File: src/rtl/lastfix_pkg.sv
package lastfix_pkg;
  // Width of an index into DEPTH slots (at least one bit).
  function automatic int idx_width(input int depth);
    return (depth > 1) ? $clog2(depth) : 1;
  endfunction

  // Width of a counter that must hold DEPTH itself.
  function automatic int cnt_width(input int depth);
    return $clog2(depth + 1);
  endfunction
endpackage

File: src/rtl/lastfix_rst_sync.sv
module lastfix_rst_sync #(
  parameter int STAGES = 2
) (
  input  logic clk,
  input  logic arst_n,
  output logic srst_n
);
  logic [STAGES-1:0] chain_q;

  always_ff @(posedge clk or negedge arst_n) begin
    if (!arst_n) chain_q <= '0;
    else         chain_q <= {chain_q[STAGES-2:0], 1'b1};
  end

  assign srst_n = chain_q[STAGES-1];
endmodule

File: src/rtl/lastfix_ptr_ctrl.sv
module lastfix_ptr_ctrl #(
  parameter int DEPTH = 16,
  parameter int PTR_W = 4,
  parameter int LVL_W = 5
) (
  input  logic             clk,
  input  logic             rst_n,
  input  logic             wr_req,
  input  logic             fix_req,
  input  logic             rd_req,
  output logic [PTR_W-1:0] wr_ptr,
  output logic [PTR_W-1:0] fix_ptr,
  output logic [PTR_W-1:0] rd_ptr,
  output logic [LVL_W-1:0] level,
  output logic             full,
  output logic             empty,
  output logic             do_push,
  output logic             do_fix,
  output logic             do_pop
);
  localparam logic [PTR_W-1:0] LAST_IDX = PTR_W'(DEPTH - 1);
  localparam logic [LVL_W-1:0] CAP      = LVL_W'(DEPTH);

  logic [PTR_W-1:0] wr_ptr_q, wr_ptr_d;
  logic [PTR_W-1:0] rd_ptr_q, rd_ptr_d;
  logic [LVL_W-1:0] level_q,  level_d;

  function automatic logic [PTR_W-1:0] bump(input logic [PTR_W-1:0] p);
    return (p == LAST_IDX) ? '0 : p + 1'b1;
  endfunction

  // Qualification of the three operations against the current occupancy.
  always_comb begin
    full    = (level_q == CAP);
    empty   = (level_q == '0);
    do_push = wr_req & ~fix_req & ~full;
    do_fix  = wr_req &  fix_req & ~empty;
    do_pop  = rd_req & ~empty;
  end

  // Next-state for pointers and count.
  always_comb begin
    wr_ptr_d = do_push ? bump(wr_ptr_q) : wr_ptr_q;
    rd_ptr_d = do_pop  ? bump(rd_ptr_q) : rd_ptr_q;
    unique case ({do_push, do_pop})
      2'b10:   level_d = level_q + 1'b1;
      2'b01:   level_d = level_q - 1'b1;
      default: level_d = level_q;
    endcase
  end

  always_ff @(posedge clk or negedge rst_n) begin
    if (!rst_n) begin
      wr_ptr_q <= '0;
      rd_ptr_q <= '0;
      level_q  <= '0;
    end else begin
      if (do_push)           wr_ptr_q <= wr_ptr_d;
      if (do_pop)            rd_ptr_q <= rd_ptr_d;
      if (do_push ^ do_pop)  level_q  <= level_d;
    end
  end

  // Slot of the newest word: one behind the write pointer, with wrap.
  always_comb begin
    fix_ptr = (wr_ptr_q == '0) ? LAST_IDX : wr_ptr_q - 1'b1;
  end

  assign wr_ptr = wr_ptr_q;
  assign rd_ptr = rd_ptr_q;
  assign level  = level_q;
endmodule

File: src/rtl/lastfix_store.sv
module lastfix_store #(
  parameter int DATA_W = 8,
  parameter int DEPTH  = 16,
  parameter int PTR_W  = 4
) (
  input  logic              clk,
  input  logic              we,
  input  logic [PTR_W-1:0]  waddr,
  input  logic [DATA_W-1:0] wdata,
  input  logic [PTR_W-1:0]  raddr,
  output logic [DATA_W-1:0] rdata
);
  logic [DATA_W-1:0] mem_q [DEPTH];

  always_ff @(posedge clk) begin
    if (we) mem_q[waddr] <= wdata;
  end

  assign rdata = mem_q[raddr];
endmodule

File: src/rtl/lastfix_fifo.sv
module lastfix_fifo #(
  parameter int DATA_W = 8,
  parameter int DEPTH  = 16,
  parameter bit FWFT   = 1'b1
) (
  input  logic                                 clk,
  input  logic                                 rst_n,
  input  logic                                 wr_en,
  input  logic [DATA_W-1:0]                    wr_data,
  input  logic                                 overwrite,
  output logic                                 wr_ready,
  input  logic                                 rd_ack,
  output logic [DATA_W-1:0]                    rd_data,
  output logic                                 rd_valid,
  output logic [lastfix_pkg::cnt_width(DEPTH)-1:0] level
);
  localparam int PTR_W = lastfix_pkg::idx_width(DEPTH);
  localparam int LVL_W = lastfix_pkg::cnt_width(DEPTH);

  logic             rst_sync_n;
  logic [PTR_W-1:0] wr_ptr, fix_ptr, rd_ptr, waddr;
  logic             full, empty, do_push, do_fix, do_pop;
  logic [DATA_W-1:0] head;

  lastfix_rst_sync #(.STAGES(2)) u_rst (
    .clk    (clk),
    .arst_n (rst_n),
    .srst_n (rst_sync_n)
  );

  lastfix_ptr_ctrl #(.DEPTH(DEPTH), .PTR_W(PTR_W), .LVL_W(LVL_W)) u_ctrl (
    .clk     (clk),
    .rst_n   (rst_sync_n),
    .wr_req  (wr_en),
    .fix_req (overwrite),
    .rd_req  (rd_ack),
    .wr_ptr  (wr_ptr),
    .fix_ptr (fix_ptr),
    .rd_ptr  (rd_ptr),
    .level   (level),
    .full    (full),
    .empty   (empty),
    .do_push (do_push),
    .do_fix  (do_fix),
    .do_pop  (do_pop)
  );

  assign waddr = do_fix ? fix_ptr : wr_ptr;

  lastfix_store #(.DATA_W(DATA_W), .DEPTH(DEPTH), .PTR_W(PTR_W)) u_store (
    .clk   (clk),
    .we    (do_push | do_fix),
    .waddr (waddr),
    .wdata (wr_data),
    .raddr (rd_ptr),
    .rdata (head)
  );

  assign wr_ready = ~full;

  generate
    if (FWFT) begin : g_fall_through
      assign rd_data  = head;
      assign rd_valid = ~empty;
    end else begin : g_registered
      logic              out_vld_q;
      logic [DATA_W-1:0] out_dat_q;

      always_ff @(posedge clk or negedge rst_sync_n) begin
        if (!rst_sync_n) begin
          out_vld_q <= 1'b0;
          out_dat_q <= '0;
        end else begin
          out_vld_q <= do_pop;
          if (do_pop) out_dat_q <= head;
        end
      end

      assign rd_data  = out_dat_q;
      assign rd_valid = out_vld_q;
    end
  endgenerate
endmodule

File: config.mk
export PLATFORM = sky130hd
export DESIGN_NAME = lastfix_fifo
export DESIGN_NICKNAME = d
export VERILOG_FILES = /design/src/rtl/lastfix_pkg.sv /design/src/rtl/lastfix_rst_sync.sv /design/src/rtl/lastfix_ptr_ctrl.sv /design/src/rtl/lastfix_store.sv /design/src/rtl/lastfix_fifo.sv
export SDC_FILE = /design/constraint.sdc
export NUM_CORES = 1
export LEC_CHECK = 0
export ABC_AREA = 1
export BUFFER_PORTS_ARGS = -buffer_cell sky130_fd_sc_hd__buf_2
export CAP_MARGIN = 20
export CORE_ASPECT_RATIO = 1.4
export CORE_UTILIZATION = 55
export CTS_BUF_LIST = sky130_fd_sc_hd__clkbuf_4
export CTS_CLUSTER_DIAMETER = 120
export DETAILED_ROUTE_END_ITERATION = 10
export GPL_TIMING_DRIVEN = 0
export PLACE_DENSITY = 0.83
export RECOVER_POWER = 50
export SYNTH_ARGS = -nofsm -noshare
export SYNTH_HDL_FRONTEND = slang
export SYNTH_SLANG_ARGS = --single-unit
File: constraint.sdc
create_clock -name clk -period 1.4 [get_ports clk]
set_input_delay 0.21 -clock clk [delete_from_list [all_inputs] [get_ports clk]]
set_output_delay 0.21 -clock clk [all_outputs]
set_load 0.02 [all_outputs]
Word level (Yosys, flattened, before mapping)
Memories as Yosys holds them, arrays and structs flattened.
Index checks and enable logic that the tools add are counted.
{"block": "op_classes", "add_sub_neg": 5, "eq_ne": 5, "mux": 7, "bitwise": 10, "reduce_logical": 4}
{"cell": "$mux W4", "count": 4}
{"cell": "$pmux W5 S2", "count": 1}
{"cell": "$add A4 B1 Y4 const B", "count": 2}
{"cell": "$eq A4 B4 Y1 const B", "count": 2}
{"cell": "$add A5 B1 Y5 const B", "count": 1}
{"cell": "$and A1 B1 Y1", "count": 5}
{"cell": "$eq A5 B5 Y1 const B", "count": 1}
{"cell": "$logic_not A5 Y1", "count": 1}
{"cell": "$sub A5 B1 Y5 const B", "count": 1}
{"cell": "$logic_not A4 Y1", "count": 1}
{"cell": "$sub A4 B1 Y4 const B", "count": 1}
{"cell": "$not A1 Y1", "count": 3}
{"cell": "$eq A2 B1 Y1 const B", "count": 1}
{"cell": "$eq A2 B2 Y1 const B", "count": 1}
{"cell": "$mux W1", "count": 2}
{"cell": "$reduce_and A2 Y1", "count": 1}
{"cell": "$reduce_bool A2 Y1", "count": 1}
{"cell": "$or A1 B1 Y1", "count": 1}
{"cell": "$xor A1 B1 Y1", "count": 1}
{"block": "word_totals", "reg_bits": 15, "ram_bits": 128, "inputBits": 13, "elab_cells": 36, "memories": 1}
{"name": "u_store.mem_q", "depth": 16, "word_bits": 8, "rd": 1, "rd_ports_with_merged_regs": 0, "wr": 1, "line_no": "lastfix_store.sv:13", "source": "logic [DATA_W-1:0] mem_q [DEPTH];"}

Logic depth before layout (Yosys ltp)
Gate-level depths: netlist (run 1).
{"block": "logic_depth", "word_depth": 6, "mapped_depth": 15}

Cells and area by module
A second synthesis (run 1) with hierarchy kept.
{"block": "hier_totals", "cells_unflattened": 682, "area_unflattened_um2": 6642.6}
{"module": "lastfix_store", "instances": 1, "cells_each": 543, "area_per_inst_um2": 5606.6, "seq_area_each_um2": 3843.7}
{"module": "lastfix_ptr_ctrl", "instances": 1, "cells_each": 120, "area_per_inst_um2": 919.6, "seq_area_each_um2": 325.3}
{"module": "lastfix_fifo", "instances": 1, "cells_each": 16, "area_per_inst_um2": 62.6, "seq_area_each_um2": 0.0}
{"module": "lastfix_rst_sync", "instances": 1, "cells_each": 3, "area_per_inst_um2": 53.8, "seq_area_each_um2": 50.0}

Worst setup path before layout (run 1)
No wires, ideal clock.
{"block": "synth_timing", "kind": "flip-flop to flip-flop", "startpoint": "reg u_ctrl.level_q[1] (netlist: u_ctrl.level[1])", "endpoint": "reg u_ctrl.level_q[4] (netlist: u_ctrl.level[4])", "t_arrival_ns": 2.280, "path_slack_ns": -1.003, "path_stages_with_launch": 15, "path_buffers": 0, "period_less_slack_ns": 2.403, "path_cell_list": "dfrtp_1 > nor2_2 > nand3_1 > nand2_1 > ha_1 > inv_1 > fa_1 > inv_1 > nand2_1 > nand2_1 > nand2_1 > nand2_1 > nor2_1 > o21ai_0 > nand2_1"}
{"block": "synth_between", "elab_chain_len": 6, "word_cells_on_any_way": 14}
{"element": "start, declared", "line_no": "lastfix_ptr_ctrl.sv:26", "source": "logic [LVL_W-1:0] level_q, level_d;"}
{"element": "start signal, assigned", "line_no": "lastfix_ptr_ctrl.sv:60", "source": "if (do_push ^ do_pop) level_q <= level_d;"}
{"element": "$eq A5 B5 Y1 *", "line_no": "lastfix_ptr_ctrl.sv:34", "source": "full = (level_q == CAP);"}
{"element": "$not A1 Y1 *"}
{"element": "named net wr_ready", "line_no": "lastfix_fifo.sv:11", "source": "output logic wr_ready,"}
{"element": "$and A1 B1 Y1 *", "line_no": "lastfix_ptr_ctrl.sv:36", "source": "do_push = wr_req & ~fix_req & ~full;"}
{"element": "$eq A2 B2 Y1 / $eq A2 B1 Y1 (equally long branches)", "line_no": "lastfix_ptr_ctrl.sv:45", "source": "unique case ({do_push, do_pop})"}
{"element": "$reduce_bool A2 Y1 (no source line)"}
{"element": "$reduce_and A2 Y1 (no source line)"}
The timed path passes the listed nets; every way through them passes the cells marked *.
A chain may end at the register's enable or synchronous reset.

Worst setup path in the final report (run 1)
{"block": "layout_timing", "startpoint": "reg u_ctrl.rd_ptr_q[0] (netlist: u_ctrl.rd_ptr[0])", "endpoint": "out rd_data[1]"}
{"block": "layout_between", "elab_chain_len": 1}
{"element": "start, declared", "line_no": "lastfix_ptr_ctrl.sv:25", "source": "logic [PTR_W-1:0] rd_ptr_q, rd_ptr_d;"}
{"element": "start signal, assigned", "line_no": "lastfix_ptr_ctrl.sv:59", "source": "if (do_pop) rd_ptr_q <= rd_ptr_d;"}
{"element": "$mem_v2 Z16 W8"}
{"element": "end, declared", "line_no": "lastfix_fifo.sv:13", "source": "output logic [DATA_W-1:0] rd_data,"}
No other way between the ends.

==> summary.md, run 1 <==
| Metric | Value |
|---|---|
| Total gr overflow | 0 |
| Max Cap Viol | 0 |
| CTS root buffer | clkbuf_4 |
| Post-layout util | 76.2% |
| Synth top area share | 62.5% |
| WS Path Type | reg2out |
| Sw Share | approximately 44% |
| Most common cell after layout, fill and taps aside | edfxtp_1 |
| Post-synth ARST share | 10.5% |
| Syn Nets | 567 |
| Critical path cell sequence | buf_8 -> inv_8 -> buf_12 -> buf_4 -> buf_8 -> nor2_1 -> o211ai_1 -> nand2_1 -> nand2_2 -> buf_6 |
| Final hold viol count | 0 |
| FMAX | 0.401 GHz |
| IO Pins | 28 |
| Routed Antenna Nets | 0 |
| Core ar. | between 10,000 and 15,000 um^2 |
| Min cycle time layout | ~2500 ps |
| Vias/cell | 6.20 |
| WP buf/inv | 6 |
| Initial Util | a little under three fifths |
| Largest net degree at the start of global routing | 17 |
| DRC Markers | 0 |
| Maximum root-to-sink buffer count | 2 |
| Layout cells sized above 1 | 39.5% |
| Switching power total | 8.10 mW |
| Int Power | about 10 mW |
| GRT Util Overall | 32.2% |
| Final wirelength | 18,100 um |
| Violated checks | setup timing |
| Worst Hold Class | in2reg |
| Final setup viols | 150 |
| Die Height | around 130 um |
| Clock power share | 15.0% |
| CP most frequent cell | buf_8 |
| I/O Buffers | 27 |
| Design area | 8280 um^2 |
| Slowest-stage cell, CP | dfrtp_2 |
| Synth Area per Inst | 11.3 um^2 |
| Gate Count Post-Synth | 546 |
| Area Growth Syn to Fin | 34.5% |
| Logic pwr share | a little under three fifths |
| Worst path required time | 1190 ps |
| Crit path arrival time | 2280 ps |
| Leak | 3.00 nW |
| Row count | 45 |
| TritonCTS buffer count | 17 |
| First-pass GRT wire length | 27,000 um |
| Final Net Count | 667 |
| Top_reg_cell synth | edfxtp_1 |
| Worst hold slack | 105 ps |
| Post-route setup slack | -1090 ps |
| TritonCTS clock tree | built |
| WL/cell | ~23 um |
| Vias in the first global route | between 5,000 and 6,000 |
| Die W | ~91 um |
| CP top delay family | buffers and inverters |
| Max-slew violations | 0 |
| Max_slew headroom | 41.6% |
| DR iter-0 viols | ~560 |
| Synth area leaders | edfxtp_1, nand2_1, dfrtp_1 |
| Post-synth EDFFs | ~130 |
| DR pass1 iterations | 6 |
| Yosys top cell by area | edfxtp_1 |
| Yosys cell types | 32 |
| Power Density | 2240 nW/um^2 |
| Worst-path clk slew | 150 ps |
| Clk sinks | 143 |
| Detailed placer's ending HPWL | 9510 um |
| Worst VDD drop | 1.62 mV |
| Initial antenna violation count | 1 |
| Synth Cell Area | 6150 um^2 |
| Commonest non-fill, non-tap cells in the layout | edfxtp_1, nand2_1, nor2_1 |
| Seq cells post-synth | 143 |
| Reg power frac | about 30% |
| CP Launch Type | flop |
| Register area share after synthesis | 68.6% |
| Yosys warning count | 0 |
| GP Congestion | 0.892 |
| CP Max Fanout | 6 |
| Worst-Margin Slew | 877 ps |
| Setup Skew | 26.3 ps |
| Unrepaired setup endpoints after global routing | true |
| Worst setup EP type | output port |
| Clock latency on the worst-skew pair | 550 ps |
| Die area | approximately 12,000 um^2 |
| Period Utilization, post-route | 178% |
| Critical Path Max Stage Delay | around 480 ps |
| Vias | 4,966 |
| Post-placement cell area | 6600 um^2 |
| H-tree lvl count | 4 |
| Status | complete, but fails checks |
==> power by group through the flow <==
stage          clock (mW)  sequential, mW  combinational [mW]
2_1_floorplan           0            5.61                4.20
3_3_place_gp            0            5.57                5.86
3_5_place_dp            0            5.60                6.06
4_1_cts              2.76            5.44                9.23
5_1_grt              2.96            5.52                10.8
6_report             2.79            5.50                10.3
==> layout make-up <==
type                    instances  area [um^2]
plain buffers                  21          199
well taps                     141          176
clock inverters                15          175
diodes                          1         2.50
repair buffers                 83          856
fillers                       608         2590
clock buffers                  17          128
multi-input cells             357         2400
inverters                      23          114
flip-flops and latches        143         4230
==> cells in the mapped netlist (2+ instances only) <==
cell	count
ha_1	7
o21ai_0	42
a31oi_1	5
a21oi_1	25
buf_6	2
buf_8	2
buf_4	4
o211ai_1	13
xor2_1	2
buf_2	9
nand3b_1	2
inv_1	20
o21ai_1	6
nand2_1	136
dfrtp_1	15
clkbuf_1	5
nor2_1	69
a21boi_0	2
xnor2_1	3
nor2_2	2
edfxtp_1	128
nand3_1	37
==> worst reg2reg max path, stage by stage, from the launching register on <==
cell	delay [ps]
dfrtp_2	460
nor2_4	160
nand3_4	140
buf_6	150
nand2_4	80
inv_6	50
ha_4	170
buf_6	120
ha_4	280
nand2_2	60
nand2_1	70
nand2_1	70
nand2_1	80
nor2_1	60
o21ai_1	170
nand2_1	80
==> through the flow <==
| step | TNS [ps] | total power, mW | worst slack (ps) | std cells |
|---|---|---|---|---|
| after floorplan | -77760 | 9.82 | -598 | 546 |
| final | -86850 | 18.6 | -1090 | 801 |
| after CTS | -66980 | 17.4 | -989 | 795 |
| after detailed placement | -132270 | 11.7 | -1030 | 714 |
| after global routing | -97680 | 19.3 | -1130 | 801 |
| after global placement | -125070 | 11.4 | -1000 | 714 |
==> routing by layer <==
metal | share of wire (%) | GRT usage [%] | vias to the layer above | routed length (um)
li1 | - | - | 2113 | -
met1 | 33 | 35.0 | 2409 | 5890
met2 | 53 | 53.8 | 348 | 9600
met3 | 7.5 | 7.20 | 96 | 1350
met4 | 6.7 | 26.1 | 0 | 1210
met5 | 0 | 0 | - | 0
==> kinds of logic (layout without fill, tap and decap cells) <==
| kind of cell | Yosys count | after routing | synth area share [%] |
|---|---|---|---|
| AND/OR/NAND/NOR | 250 | 250 | 16.8 |
| flip-flops | 143 | 143 | 68.6 |
| AO/OA/AOI/OAI | 93 | 93 | 8.27 |
| buffers and inverters | 46 | 159 | 3.88 |
| adder cells (fa/ha/maj) | 8 | 8 | 1.75 |
| XOR/XNOR | 5 | 5 | 0.712 |
| other | 1 | 2 | 0.0609 |
==> path summary, 6_finish.rpt <==
kind                             startpoint  depth (start not counted)             endpoint  slack (ps)
max                        u_ctrl.rd_ptr[0]                         10           rd_data[1]       -1090
min                              wr_data[1]                          1  u_store.mem_q[8][1]         100
max reg2reg                 u_ctrl.level[3]                         15      u_ctrl.level[4]        -890
min reg2reg                u_rst.chain_q[1]                          0     u_ctrl.rd_ptr[3]         270
max in group asynchronous  u_rst.chain_q[1]                          0      u_ctrl.level[3]         630
min in group asynchronous  u_rst.chain_q[1]                          0     u_ctrl.rd_ptr[3]         270
==> flip-flops by register name (all words and copies together) (netlist names) <==
signal,cells
u_ctrl.level,5
u_rst.chain_q,2
u_ctrl.wr_ptr,4
u_ctrl.rd_ptr,4
u_store.mem_q,128
==> timing repair <==
action	4_1_cts	5_1_grt
pin swaps	58	41
setup buffers	46	13
hold buffers	2	0
hold endpoints to repair	2	0
gates cloned	2	0
resized for setup	183	64
endpoints found under the setup margin	148	154
Power figures use the tool's default switching activity.
==> run 2, diff against run 1 <==
Settings changed: ABC_AREA 1 to not set.
==> run 2 against run 1 <==
Compared with the run above:
- the run still ends with setup timing left
- clock power grew 11%
- sequential share of layout area up 0.41 points
- clock-buffer cell count unchanged
- via count fell by 18%
- clock skew fell by 1.9 ps
- first-iteration DRC count is 27% lower
- global-route usage is 1.7 points lower
- power down 2.4%
- setup slack got worse by 230 ps
- flip-flop and latch count unchanged
- wire length hardly changed
- critical endpoint is now u_ctrl.level[4]
- largest power group unchanged
- highest routed layer unchanged
==> summary.md, run 2 <==
| Metric | Value |
|---|---|
| Status | complete, but fails checks |
| Detailed placer's ending HPWL | approximately 8500 um |
| Syn Nets | 384 |
| Min-Delay Endpoint | u_store.mem_q[0][5] |
| CP Max Fanout | 4 |
| Seq cells post-synth | about 140 |
| DR pass1 iterations | 5 |
| Final wirelength | around 18,000 um |
| Final hold viol count | 0 |
| Max Cap Viol | 0 |
| Synth top area share | 64.4% |
| Setup Skew | about 24 ps |
| WL/cell | 29.1 um |
| Synth area leaders | edfxtp_1, dfrtp_1, mux4_2 |
| Initial Util | between 50% and 60% |
| Die W | 90.1 um |
| CP Launch Type | flop |
| Biggest register | u_store.mem_q |
| I/O Buffers | 27 |
| Largest net degree at the start of global routing | 17 |
| Power Density | between 2000 and 2500 nW/um^2 |
| WS Path Type | reg2reg |
| Worst Hold Class | in2reg |
| Initial antenna violation count | 1 |
| Period Utilization, post-route | 195% |
| Worst VDD drop | about 1.7 mV |
| Fill cells | 520 |
| Post-layout util | between 70% and 80% |
| Worst path required time | 1870 ps |
| Post-synth EDFFs | ~130 |
| Worst hold stages | 1 |
| Worst hold start | wr_data[5] |
| Core ar. | about 10,000 um^2 |
| Final setup viols | 155 |
| Final Net Count | 489 |
| Synth Area per Inst | roughly 16 um^2 |
| Maximum root-to-sink buffer count | 2 |
| Vias in the first global route | 4,022 |
| Post-placement cell area | 6620 um^2 |
| Reg2reg start | u_ctrl.level[0] |
| Total gr overflow | 0 |
| Yosys cell types | between 40 and 50 |
| Worst setup EP type | flop |
| Unrepaired setup endpoints after global routing | true |
| First-pass GRT wire length | approximately 25,000 um |
| R2r worst-path depth | 12 |
| CTS root buffer | clkbuf_4 |
| Max_slew headroom | 39.8% |
| Top_reg_cell synth | edfxtp_1 |
| Pre-CTS WS | -1350 ps |
| Crit Reg-Reg Endpoint | u_ctrl.level[4] |
| Max reg flops | 128 |
| Most common cell after layout, fill and taps aside | edfxtp_1 |
| GRT Util Overall | 30.5% |
| Synth Cell Area | about 6000 um^2 |
| FMAX | 0.367 GHz |
| Clk sinks | about 140 |
| Violated checks | setup timing |
| Yosys top cell by area | edfxtp_1 |
| Worst hold slack | 62.2 ps |
| TritonCTS buffer count | 17 |
| Most frequent cell after synthesis | edfxtp_1 |
| Leak | 2.86 nW |
| Crit path arrival time | 3200 ps |
| Row count | 44 |
| Max-slew violations | 0 |
| Clock latency on the worst-skew pair | 590 ps |
| IO Pins | 28 |
| DR iter-0 viols | 406 |
| Register area share after synthesis | 70.7% |
| Worst-path clk slew | 140 ps |
| Die Height | 125 um |
| Min cycle time layout | 2730 ps |
| Commonest non-fill, non-tap cells in the layout | edfxtp_1, buf_6, mux2i_1, buf_4, clkbuf_4 |
| Area Growth Syn to Fin | 37.5% |
| Layout cells sized above 1 | 52.6% |
| Worst R2R Setup Slack | -1330 ps |
| Yosys warning count | 0 |
| Vias/cell | 6.55 |
| Design area | approximately 8200 um^2 |
| GP Congestion | 0.779 |
| TritonCTS clock tree | built |
| DRC Markers | 0 |
| Routed Antenna Nets | 0 |
| Top cells by count, synth | edfxtp_1, mux2i_1, o21ai_0, nand2_1, nor2_1 |
| Die area | between 10,000 and 15,000 um^2 |
| Worst-Margin Slew | 903 ps |
| Vias | a little over 4,000 |
| Gate Count Post-Synth | roughly 360 |
| H-tree lvl count | 4 |
| Post-route setup slack | -1330 ps |
| Post-synth ARST share | 10.5% |
[run 2: critical path, stage by stage, from the launching register on]
cell and delay, ps:
dfrtp_2 490, nor4_4 410, buf_4 190, a21oi_4 60, inv_2 80, ha_4 180
inv_4 40, fa_2 370, nor2b_4 130, o21ai_2 70, nand3_1 80, or3b_4 390
xnor2_2 140
[run 2: through the flow]
stage / total power [mW] / TNS, ps / std cells
after floorplan: 10.1 / -125300 / 363
after global placement: 11.5 / -145940 / 528
after detailed placement: 11.7 / -153950 / 528
after CTS: 16.5 / -139490 / 611
after global routing: 18.6 / -171980 / 620
final: 18.1 / -164350 / 620
[run 2: worst max path at each step]
stage / startpoint / to / cells past startpoint
after CTS: u_ctrl.rd_ptr[0] / rd_data[2] / 8
after global placement: u_ctrl.level[0] / u_ctrl.level[4] / 11
after detailed placement: u_ctrl.level[0] / u_ctrl.level[4] / 11
final: u_ctrl.level[0] / u_ctrl.level[4] / 12
after floorplan: u_ctrl.level[0] / u_ctrl.level[4] / 11
after global routing: u_ctrl.level[0] / u_ctrl.level[4] / 12
[run 2: area by class of cell]
class                   instances  area [um^2]  area share, %
clock inverters                15          208           2.53
inverters                       9         36.3          0.442
flip-flops and latches        143         4230           51.5
plain buffers                  14          164           2.00
repair buffers                 89          992           12.1
clock buffers                  17          128           1.55
multi-input cells             194         2280           27.8
well taps                     138          173           2.10
diodes                          1         2.50         0.0305
[run 2: cells by family after synthesis]
kind of cell | share of synthesized area (%)
adders and majority gates | 1.80
and+or+nand+nor | 4.55
AOI/OAI and AO/OA | 7.61
xor gates and xnor gates | 1.15
DFF | 70.7
muxes | 12.3
buffers and inverters | 1.89
other | 0.0628
[run 2: metal layers]
metal / wire (um) / part of all wire (%) / global-route usage [%] / up-vias
met5: 0 / 0 / 0 / -
met4: 1400 / 7.8 / 17.9 / 0
met3: 1120 / 6.2 / 6.39 / 89
met2: 9740 / 54 / 53.6 / 286
met1: 5790 / 32 / 34.1 / 2038
li1: - / - / - / 1648
[run 2: power by group]
part | total, mW | switching, mW | internal (mW)
clock | 3.11 | 1.67 | 1.44
combinational | 9.30 | 4.99 | 4.31
sequential | 5.73 | 0.495 | 5.24
total | 18.1 | 7.15 | 11.0
[run 2: timing repair]
action / CTS / global route
pin swaps: 44 / 42
endpoints found under the setup margin: 154 / 156
hold endpoints to repair: 4 / 0
hold buffers: 3 / 0
setup buffers: 51 / 21
gates cloned: 0 / 2
resized for setup: 107 / 50
